$ cat config.mk
export PLATFORM = sky130hd
export DESIGN_NAME = bubble_acct_top
export DESIGN_NICKNAME = d
export VERILOG_FILES = /design/src/rtl/bubble_acct_pkg.sv /design/src/rtl/sat_counter.sv /design/src/rtl/acct_checker.sv /design/src/rtl/bubble_acct_top.sv
export SDC_FILE = /design/constraint.sdc
export NUM_CORES = 1
export LEC_CHECK = 0
export ABC_AREA = 1
export BUFFER_PORTS_ARGS = -buffer_cell sky130_fd_sc_hd__buf_2
export CAP_MARGIN = 20
export CORE_MARGIN = 2
export CORE_UTILIZATION = 44
export DETAILED_ROUTE_END_ITERATION = 8
export SLEW_MARGIN = 20
export SYNTH_ARGS = -nofsm -noshare
export SYNTH_HDL_FRONTEND = slang
export SYNTH_HIERARCHICAL = 1
export SYNTH_SLANG_ARGS = --single-unit
export TNS_END_PERCENT = 20
$ cat constraint.sdc
create_clock -name clk -period 4 [get_ports clk]
set_clock_uncertainty 0.05 [all_clocks]
set_input_delay 0.2 -clock clk [delete_from_list [all_inputs] [get_ports clk]]
set_output_delay 0.2 -clock clk [all_outputs]
set_load 0.1 [all_outputs]
$ cat src/rtl/bubble_acct_pkg.sv
package bubble_acct_pkg;
  localparam int NUM_CTR = 6;
  localparam int INC_W   = 2;
  localparam int LD_WT   = 1;
  localparam int BR_WT   = 2;
  localparam int RT_WT   = 3;

  typedef enum logic [2:0] {
    SEL_CYC = 3'd0,
    SEL_RTR = 3'd1,
    SEL_BUB = 3'd2,
    SEL_LDP = 3'd3,
    SEL_MPP = 3'd4,
    SEL_RTP = 3'd5
  } ctr_sel_e;
endpackage

$ cat src/rtl/sat_counter.sv
module sat_counter #(
  parameter int W  = 32,
  parameter int IW = 2
) (
  input  logic          clk,
  input  logic          rst_n,
  input  logic          clr,
  input  logic          en,
  input  logic [IW-1:0] inc,
  output logic [W-1:0]  cnt,
  output logic          sat
);
  function automatic logic [W-1:0] sat_add(input logic [W-1:0] a, input logic [IW-1:0] b);
    logic [W:0] s;
    s = {1'b0, a} + (W+1)'(b);
    return s[W] ? {W{1'b1}} : s[W-1:0];
  endfunction

  always_ff @(posedge clk or negedge rst_n) begin
    if (!rst_n)   cnt <= '0;
    else if (clr) cnt <= '0;
    else if (en)  cnt <= sat_add(cnt, inc);
  end

  assign sat = (cnt == {W{1'b1}});

  assert_clear_R7: assert property (@(posedge clk) disable iff (!rst_n)
    clr |=> cnt == '0);
  assert_hold_R8: assert property (@(posedge clk) disable iff (!rst_n)
    (!en && !clr) |=> $stable(cnt));
  assert_no_wrap_R6: assert property (@(posedge clk) disable iff (!rst_n)
    !clr |=> cnt >= $past(cnt));
  assert_sat_stays_R6: assert property (@(posedge clk) disable iff (!rst_n)
    (sat && !clr) |=> sat);
endmodule

$ cat src/rtl/acct_checker.sv
module acct_checker #(
  parameter int CW = 32,
  parameter int OW = 8
) (
  input  logic          clk,
  input  logic          rst_n,
  input  logic          clr_i,
  input  logic          en_i,
  input  logic          bubble_i,
  input  logic          ld_i,
  input  logic          br_i,
  input  logic          ret_i,
  input  logic [CW-1:0] cyc_cnt,
  input  logic [CW-1:0] rtr_cnt,
  input  logic [CW-1:0] bub_cnt,
  input  logic [CW-1:0] ldp_cnt,
  input  logic [CW-1:0] mpp_cnt,
  input  logic [CW-1:0] rtp_cnt,
  input  logic          sat_any,
  output logic          err_o
);
  import bubble_acct_pkg::*;

  logic [OW-1:0] owed_q;
  logic [2:0]    credit_add;
  logic          mm_cycle;
  logic          mm_cause;

  function automatic logic [OW-1:0] credit_next(input logic [OW-1:0] cur,
                                                input logic [2:0] add,
                                                input logic take);
    logic [OW:0] s;
    s = {1'b0, cur} + (OW+1)'(add);
    if (s[OW]) s = {1'b0, {OW{1'b1}}};
    if (take && s != '0) s = s - 1'b1;
    return s[OW-1:0];
  endfunction

  assign credit_add = (ld_i  ? 3'(LD_WT) : 3'd0)
                    + (br_i  ? 3'(BR_WT) : 3'd0)
                    + (ret_i ? 3'(RT_WT) : 3'd0);

  always_ff @(posedge clk or negedge rst_n) begin
    if (!rst_n)     owed_q <= '0;
    else if (clr_i) owed_q <= '0;
    else if (en_i)  owed_q <= credit_next(owed_q, credit_add, bubble_i);
  end

  assign mm_cycle = ({1'b0, cyc_cnt} != ({1'b0, rtr_cnt} + {1'b0, bub_cnt}));
  assign mm_cause = (({2'b0, ldp_cnt} + {2'b0, mpp_cnt} + {2'b0, rtp_cnt})
                     != ({2'b0, bub_cnt} + (CW+2)'(owed_q)));

  always_ff @(posedge clk or negedge rst_n) begin
    if (!rst_n)     err_o <= 1'b0;
    else if (clr_i) err_o <= 1'b0;
    else if (!sat_any && (mm_cycle || mm_cause)) err_o <= 1'b1;
  end

  assert_err_cycle_R9: assert property (@(posedge clk) disable iff (!rst_n)
    (mm_cycle && !sat_any && !clr_i) |=> err_o);
  assert_err_cause_R10: assert property (@(posedge clk) disable iff (!rst_n)
    (mm_cause && !sat_any && !clr_i) |=> err_o);
  assert_err_sticky_R11: assert property (@(posedge clk) disable iff (!rst_n)
    (err_o && !clr_i) |=> err_o);
  assert_err_quiet_sat_R11: assert property (@(posedge clk) disable iff (!rst_n)
    (!err_o && sat_any) |=> !err_o);
  assert_err_cleared_R7: assert property (@(posedge clk) disable iff (!rst_n)
    clr_i |=> !err_o);
endmodule

$ cat src/rtl/bubble_acct_top.sv
module bubble_acct_top #(
  parameter int CNT_W    = 32,
  parameter int CREDIT_W = 8
) (
  input  logic             clk,
  input  logic             rst_n,
  input  logic             clr_i,
  input  logic             en_i,
  input  logic             retire_i,
  input  logic             bubble_i,
  input  logic             ld_evt_i,
  input  logic             br_evt_i,
  input  logic             ret_evt_i,
  input  logic [2:0]       rd_sel_i,
  output logic [CNT_W-1:0] rd_data_o,
  output logic             err_o
);
  import bubble_acct_pkg::*;

  logic [INC_W-1:0] inc_a [NUM_CTR];
  logic [CNT_W-1:0] cnt_a [NUM_CTR];
  logic             sat_a [NUM_CTR];
  logic             sat_any;

  always_comb begin
    inc_a[SEL_CYC] = INC_W'(1);
    inc_a[SEL_RTR] = INC_W'(retire_i);
    inc_a[SEL_BUB] = INC_W'(bubble_i);
    inc_a[SEL_LDP] = ld_evt_i  ? INC_W'(LD_WT) : '0;
    inc_a[SEL_MPP] = br_evt_i  ? INC_W'(BR_WT) : '0;
    inc_a[SEL_RTP] = ret_evt_i ? INC_W'(RT_WT) : '0;
  end

  for (genvar g = 0; g < NUM_CTR; g++) begin : g_ctr
    sat_counter #(.W(CNT_W), .IW(INC_W)) u_ctr (
      .clk (clk),
      .rst_n (rst_n),
      .clr (clr_i),
      .en  (en_i),
      .inc (inc_a[g]),
      .cnt (cnt_a[g]),
      .sat (sat_a[g])
    );
  end

  always_comb begin
    sat_any = 1'b0;
    for (int i = 0; i < NUM_CTR; i++) sat_any = sat_any | sat_a[i];
  end

  acct_checker #(.CW(CNT_W), .OW(CREDIT_W)) u_chk (
    .clk      (clk),
    .rst_n    (rst_n),
    .clr_i    (clr_i),
    .en_i     (en_i),
    .bubble_i (bubble_i),
    .ld_i     (ld_evt_i),
    .br_i     (br_evt_i),
    .ret_i    (ret_evt_i),
    .cyc_cnt  (cnt_a[SEL_CYC]),
    .rtr_cnt  (cnt_a[SEL_RTR]),
    .bub_cnt  (cnt_a[SEL_BUB]),
    .ldp_cnt  (cnt_a[SEL_LDP]),
    .mpp_cnt  (cnt_a[SEL_MPP]),
    .rtp_cnt  (cnt_a[SEL_RTP]),
    .sat_any  (sat_any),
    .err_o    (err_o)
  );

  always_comb begin
    if (rd_sel_i < 3'(NUM_CTR)) rd_data_o = cnt_a[rd_sel_i];
    else                        rd_data_o = '0;
  end

  assert_read_unused_R12: assert property (@(posedge clk) disable iff (!rst_n)
    (rd_sel_i > 3'd5) |-> rd_data_o == '0);
  assert_cycle_step_R1: assert property (@(posedge clk) disable iff (!rst_n)
    (en_i && !clr_i && !sat_a[SEL_CYC]) |=>
      cnt_a[SEL_CYC] == CNT_W'($past(cnt_a[SEL_CYC]) + 1'b1));
  assert_ret_step_R5: assert property (@(posedge clk) disable iff (!rst_n)
    (en_i && !clr_i && ret_evt_i && cnt_a[SEL_RTP] < CNT_W'(8)) |=>
      cnt_a[SEL_RTP] == CNT_W'($past(cnt_a[SEL_RTP]) + 2'd3));
endmodule

After elaboration in Yosys (flattened, before gate mapping)
Index checks and enable logic that the tools add are counted.
{"block": "word_totals", "ff_bits": 201, "in_bits": 12}
{"block": "op_classes", "n_addsub": 14, "magnitude_cmp": 2, "eq_ne": 8, "n_mux": 36, "bitwise": 6, "n_reduce_logical": 7}
{"op": "2-to-1 mux 32 bit", "n": 21}
{"op": "== test 32 bit, second input constant", "n": 6}
{"op": "adder 32 x 1 -> 33 bit", "n": 3}
{"op": "binary-select mux 32 bit (select 3 bit)", "n": 1}
{"op": "adder 32 x 2 -> 33 bit", "n": 2}
{"op": "adder 32 x 32 -> 33 bit", "n": 2}
{"op": "adder 34 x 32 -> 34 bit", "n": 1}
{"op": "inequality test 34 bit", "n": 1}
{"op": "adder 32 x 1 -> 33 bit, second input constant", "n": 1}
{"op": "adder 32 x 8 -> 33 bit", "n": 1}
{"op": "inequality test 32 x 33 -> 1 bit", "n": 1}
{"op": "2-to-1 mux 8 bit", "n": 4}
{"op": "2-to-1 mux 9 bit", "n": 2}
{"op": "adder 8 x 3 -> 9 bit", "n": 1}
{"op": "nonzero test 9 bit", "n": 1}
{"op": "2-to-1 mux 2 bit", "n": 4}
{"op": "subtractor 8 x 1 -> 8 bit, second input constant", "n": 1}
{"op": "adder 3 bit", "n": 2}
{"op": "bitwise OR 1 bit", "n": 5}
{"op": "greater-or-equal comparator 4 bit, second input constant", "n": 1}
{"op": "2-to-1 mux 1 bit", "n": 4}
{"op": "NOT 3 -> 4 bit", "n": 1}
{"op": "nonzero test 2 bit", "n": 2}
{"op": "< comparator 3 bit, second input constant", "n": 1}
{"op": "other kinds (3)", "n": 4}

Longest topological paths before layout
{"block": "depth", "word_depth": 12, "ltp_mapped": 25}

Cells and area by module
The synthesis kept the hierarchy.
{"mod": "sat_counter at g_ctr[0].u_ctr ...", "n_inst": 4, "cells_each": 348, "area_per_inst_um2": 2308.5, "seq_area_each_um2": 800.8}
{"mod": "acct_checker", "n_inst": 1, "cells_each": 1518, "area_per_inst_um2": 8202.9, "seq_area_each_um2": 225.2}
{"mod": "sat_counter at g_ctr[4].u_ctr ...", "n_inst": 2, "cells_each": 349, "area_per_inst_um2": 2312.2, "seq_area_each_um2": 800.8}
{"mod": "bubble_acct_top", "n_inst": 1, "cells_each": 591, "area_per_inst_um2": 2404.8, "seq_area_each_um2": 0.0}

Worst setup path after synthesis
OpenSTA, ideal clock, no wires.
{"block": "synth_timing", "path_kind": "flip-flop to flip-flop", "from": "reg g_ctr[3].u_ctr.cnt[1]", "to": "reg u_chk.err_o", "t_arrival_ns": 2.859, "slack_ns": 0.969, "stages_incl_launch_ff": 24, "n_path_buf": 0, "synth_period_minus_slack_ns": 3.031, "cell_sequence": "dfrtp_1 -> inv_1 -> fa_1 -> inv_1 -> ha_1 -> inv_1 -> fa_1 -> inv_1 -> nand2_1 -> nand2_1 -> nand2_1 -> or2_2 -> nand4_1 -> nand2_1 -> nor2_1 -> nand3_1 -> nor2_1 -> nand2_1 -> nor2_1 -> nand3_1 -> nor2_1 -> nand2_1 -> nand2_1 -> a21oi_1"}
{"block": "synth_between", "elab_chain_cells": 7, "elab_cells_between_ends": 11, "classes_between": "add/sub: 2; eq/ne: 2; bitwise: 3; reduce/logical: 4"}
{"element": "from (decl)", "line": "sat_counter.sv:10", "source": "output logic [W-1:0] cnt,"}
{"element": "from (signal assigned)", "line": "sat_counter.sv:22", "source": "else if (en) cnt <= sat_add(cnt, inc);"}
{"element": "parallel branches: the longest is 5 deep, another holds adder 34 x 32 -> 34 bit"}
{"element": "logical AND 1 bit (*)", "line": "acct_checker.sv:56", "source": "else if (!sat_any && (mm_cycle || mm_cause)) err_o <= 1'b1;"}
{"element": "nonzero test 2 bit (no line) (*)"}
{"element": "to (signal assigned)", "line": "acct_checker.sv:54", "source": "if (!rst_n) err_o <= 1'b0;"}
{"element": "to (signal assigned)", "line": "acct_checker.sv:55", "source": "else if (clr_i) err_o <= 1'b0;"}
{"element": "to (signal assigned)", "line": "acct_checker.sv:56"}
{"element": "to (decl)", "line": "acct_checker.sv:20", "source": "output logic err_o"}
Mark *: on every way between the ends.
A chain may end at the register's enable or synchronous reset.

Worst setup path in the final report
Ends and elaborated chain as after synthesis.

==> results.md <==
* WP data arrival at about 3.9 ns
* Vias in the first global route at 24400
* Measured slew at the worst slew-check pin at 0.990 ns
* Final worst path period share at between 80 and 90%
* Via/cell ratio at between 5 and 6
* Clk Latency, worst-skew pair at between 0.6 and 0.7 ns
* EDFF count, synth at 0
* Ys flop type: dfrtp_1
* Post-DR wirelength/cell at between 15 and 20 µm
* XOR/XNOR share of the synthesized area at roughly 3.4%
* Initial antenna violation count at 4
* Clock buffer depth at 3
* Largest family of logic cells by synthesized area: simple AND/OR/NAND/NOR gates
* Clk slew on worst S/H paths at ~0.070 ns
* Relative slew slack at 34.0%
* Post-route ant nets at 0
* Startpoint types: flop
* Final setup violation count at 0
* DIE AREA at between 50000 and 60000 µm²
* Fin. Hold Viols at 0
* Die Y at between 200 and 250 µm
* Adder-Cell Fraction of Synth Area at under 10%
* Fill cell count at 5957
* Sum Neg Setup Slack at 0 ns
* Setup bufs post-CTS at 0
* Reg2Reg Depth at 22
* Post-CTS Hold Fix Bufs at 5
* Post-Synth Simple-Gate Area at about 48%
* Vias after detailed routing at roughly 27000
* Final nets at 4446
* DP HPWL at 78800 µm
* Synth cell types at 50
* Ys Warns at 6
* Remaining DRCs at 0
* Mux contribution to synthesized area at 0%
* CTS tree: done
* Top Ports at 45
* PwrDens at 214 nW/µm²
* Clock buffer count from CTS at 28
* Compound-cell area share of the yosys netlist at slightly above 8%
* Syn_area_per_cell at 5.83 µm²
* Synth Instances at 4199
* FF+latch count, synth at 201
* Die width at 240 µm
* Final setup margin at between 0.4 and 0.5 ns
* Max Clk Rate at 0.282 GHz
* Share of cells above drive strength 1 at 9.09%
* Cell Rows at 86
* Total grt overflow at 0
* Status: finished, final reports clean
* TritonRoute pass-1 iters at 6
* CP Capture Type: flop
* Post-synth ARST share at between 90% and 100%
* Worst hold-check path type: input port to asynchronous set/reset pin
* Fin. max-slew vios at 0
* Port bufs at 44
* H-Tree Depth at 1
* Global Route Usage Sum at 34.2%
* Setup CP Type: flop to flop
* Clk sinks at roughly 200
* Final min period at around 3.5 ns
* Most frequent cells in the layout: nand2_1 (1771), inv_1 (578), nand3_1 (379)
* RSZ-0062 raised after global routing: no
* Area Growth Syn to Fin at 9.84%
* Post-Route WL at around 99000 µm
* Root Driver: clkbuf_16
* Pre-CTS setup slack at 0.509 ns
* DR iter-0 viols at a little under 3000
* Syn Std Cell Area at about 24000 µm²
* Register area share after synthesis at between 20% and 30%
* Max FO, Critical Path at 5
* Peak supply drop at roughly 0.00031 V
* Largest net degree at the start of global routing at 94
* Post-cts resize count at 0
* Initial Util at around 44%
* Max-Cap Viols at 0
* CORE AREA at ~55000 µm²
* Commonest non-fill, non-tap cell in the layout: nand2_1
* GPL Wtd Cong at roughly 1.0
* Global-route wire length before repair at between 100000 and 150000 µm
* Pwr Total at 5.75 mW
* WP data required at ~4.4 ns
* Leakage power at ~14 nW
through the flow:
stage / area, µm² / util [%] / hold WS, ns / std cells
after floorplan: 24500 / - / -0.146 / 4207
after global placement: 25900 / 47.0 / 0.249 / 5015
after detailed placement: 25900 / 47.0 / 0.256 / 5015
after CTS: 26900 / 48.9 / 0.141 / 5072
after global routing: 26900 / 48.9 / 0.185 / 5072
final: 26900 / 48.9 / 0.143 / 5073
path summary, 6_finish.rpt:
| path | start | end | slack (ns) |
|---|---|---|---|
| min | rst_n | g_ctr[2].u_ctr/cnt[15]$_DFFE_PN0P_ | 0.14 |
| min reg2reg | u_chk/owed_q[0]$_DFFE_PN0P_ | u_chk/owed_q[0]$_DFFE_PN0P_ | 0.51 |
| max in group asynchronous | rst_n | g_ctr[4].u_ctr/cnt[27]$_DFFE_PN0P_ | 2.84 |
| max reg2reg | g_ctr[3].u_ctr/cnt[1]$_DFFE_PN0P_ | u_chk/err_o$_DFFE_PN0P_ | 0.46 |
| min in group clk | en_i | g_ctr[5].u_ctr/cnt[21]$_DFFE_PN0P_ | 0.20 |
| max | g_ctr[3].u_ctr/cnt[1]$_DFFE_PN0P_ | u_chk/err_o$_DFFE_PN0P_ | 0.46 |
registers in the layout (all words and copies together) (netlist names):
| register | count |
|---|---|
| g_ctr.u_ctr/cnt | 192 |
| u_chk/owed_q | 8 |
| u_chk/err_o | 1 |
cells by family (layout without fill, tap and decap cells):
| kind of cell | Yosys count | count (layout) |
|---|---|---|
| compound gates | 319 | 319 |
| xor+xnor | 94 | 94 |
| fa+ha+maj | 132 | 132 |
| buf+inv | 683 | 800 |
| flops | 201 | 201 |
| other cells | 2 | 11 |
| simple gates | 2768 | 2768 |
cell usage after synthesis, types with 3 or more instances:
cell type / instances / area share, %
a21o_1: 8 / 0.25
a21oi_1: 64 / 1.3
a31oi_1: 5 / 0.13
and2_1: 8 / 0.20
and3_1: 3 / 0.077
buf_1: 3 / 0.046
buf_2: 23 / 0.47
buf_4: 5 / 0.15
buf_6: 33 / 1.5
clkbuf_1: 28 / 0.43
dfrtp_1: 201 / 21
fa_1: 43 / 3.5
ha_1: 89 / 4.6
inv_1: 578 / 8.9
inv_2: 10 / 0.15
nand2_1: 1771 / 27
nand2_2: 46 / 1.2
nand3_1: 379 / 7.8
nand3_2: 23 / 0.94
nand3_4: 7 / 0.50
nand3b_1: 22 / 0.68
nand4_1: 43 / 1.1
nor2_1: 379 / 5.8
nor2_2: 20 / 0.51
nor2_4: 20 / 0.92
nor3_1: 26 / 0.53
nor4_1: 9 / 0.23
o211ai_1: 48 / 1.5
o21ai_0: 108 / 2.2
o21ai_1: 5 / 0.10
o21ai_2: 49 / 1.8
o21bai_1: 24 / 0.74
o22ai_1: 3 / 0.077
or2_2: 3 / 0.077
xnor2_1: 32 / 1.1
xor2_1: 62 / 2.2
area by class of cell:
| cell class | instances | area (µm²) | share of cell area (%) |
|---|---|---|---|
| clock buffers | 34 | 753 | 2.80 |
| flip-flops and latches | 201 | 5030 | 18.7 |
| clock inverters | 18 | 201 | 0.750 |
| multi-input cells | 3323 | 16600 | 61.9 |
| repair buffers | 157 | 1110 | 4.12 |
| diodes | 1 | 2.50 | 0.00931 |
| well taps | 748 | 936 | 3.48 |
| inverters | 591 | 2220 | 8.26 |
per-layer routing:
metal	track usage [%]	up-vias	part of all wire [%]
met2	50.8	1193	42
met3	6.80	158	10
met1	49.9	12700	45
met4	9.36	2	2.9
met5	0	-	0.0081
li1	-	13300	-
critical path, stage by stage, from the launching register on:
cell and delay, ns:
dfrtp_1 0.42, inv_1 0.08, fa_1 0.47, inv_1 0.07
ha_1 0.20, inv_1 0.07, fa_1 0.39, inv_1 0.07
nand2_1 0.05, nand2_1 0.11, nand3_1 0.12, nand2_1 0.15
nand2_1 0.06, nand2_1 0.14, xnor2_1 0.11, nand2_1 0.07
nand3_1 0.07, nor3_1 0.24, nand3_1 0.13, nor2_1 0.13
nand2_1 0.06, nand2_1 0.06, a21oi_1 0.05
where the power goes:
group	total [mW]	switching [mW]	internal (mW)
sequential	2.12	0.0556	2.06
combinational	0.989	0.723	0.265
clock	2.64	1.10	1.54
total	5.75	1.88	3.87
Power figures use the tool's default switching activity.
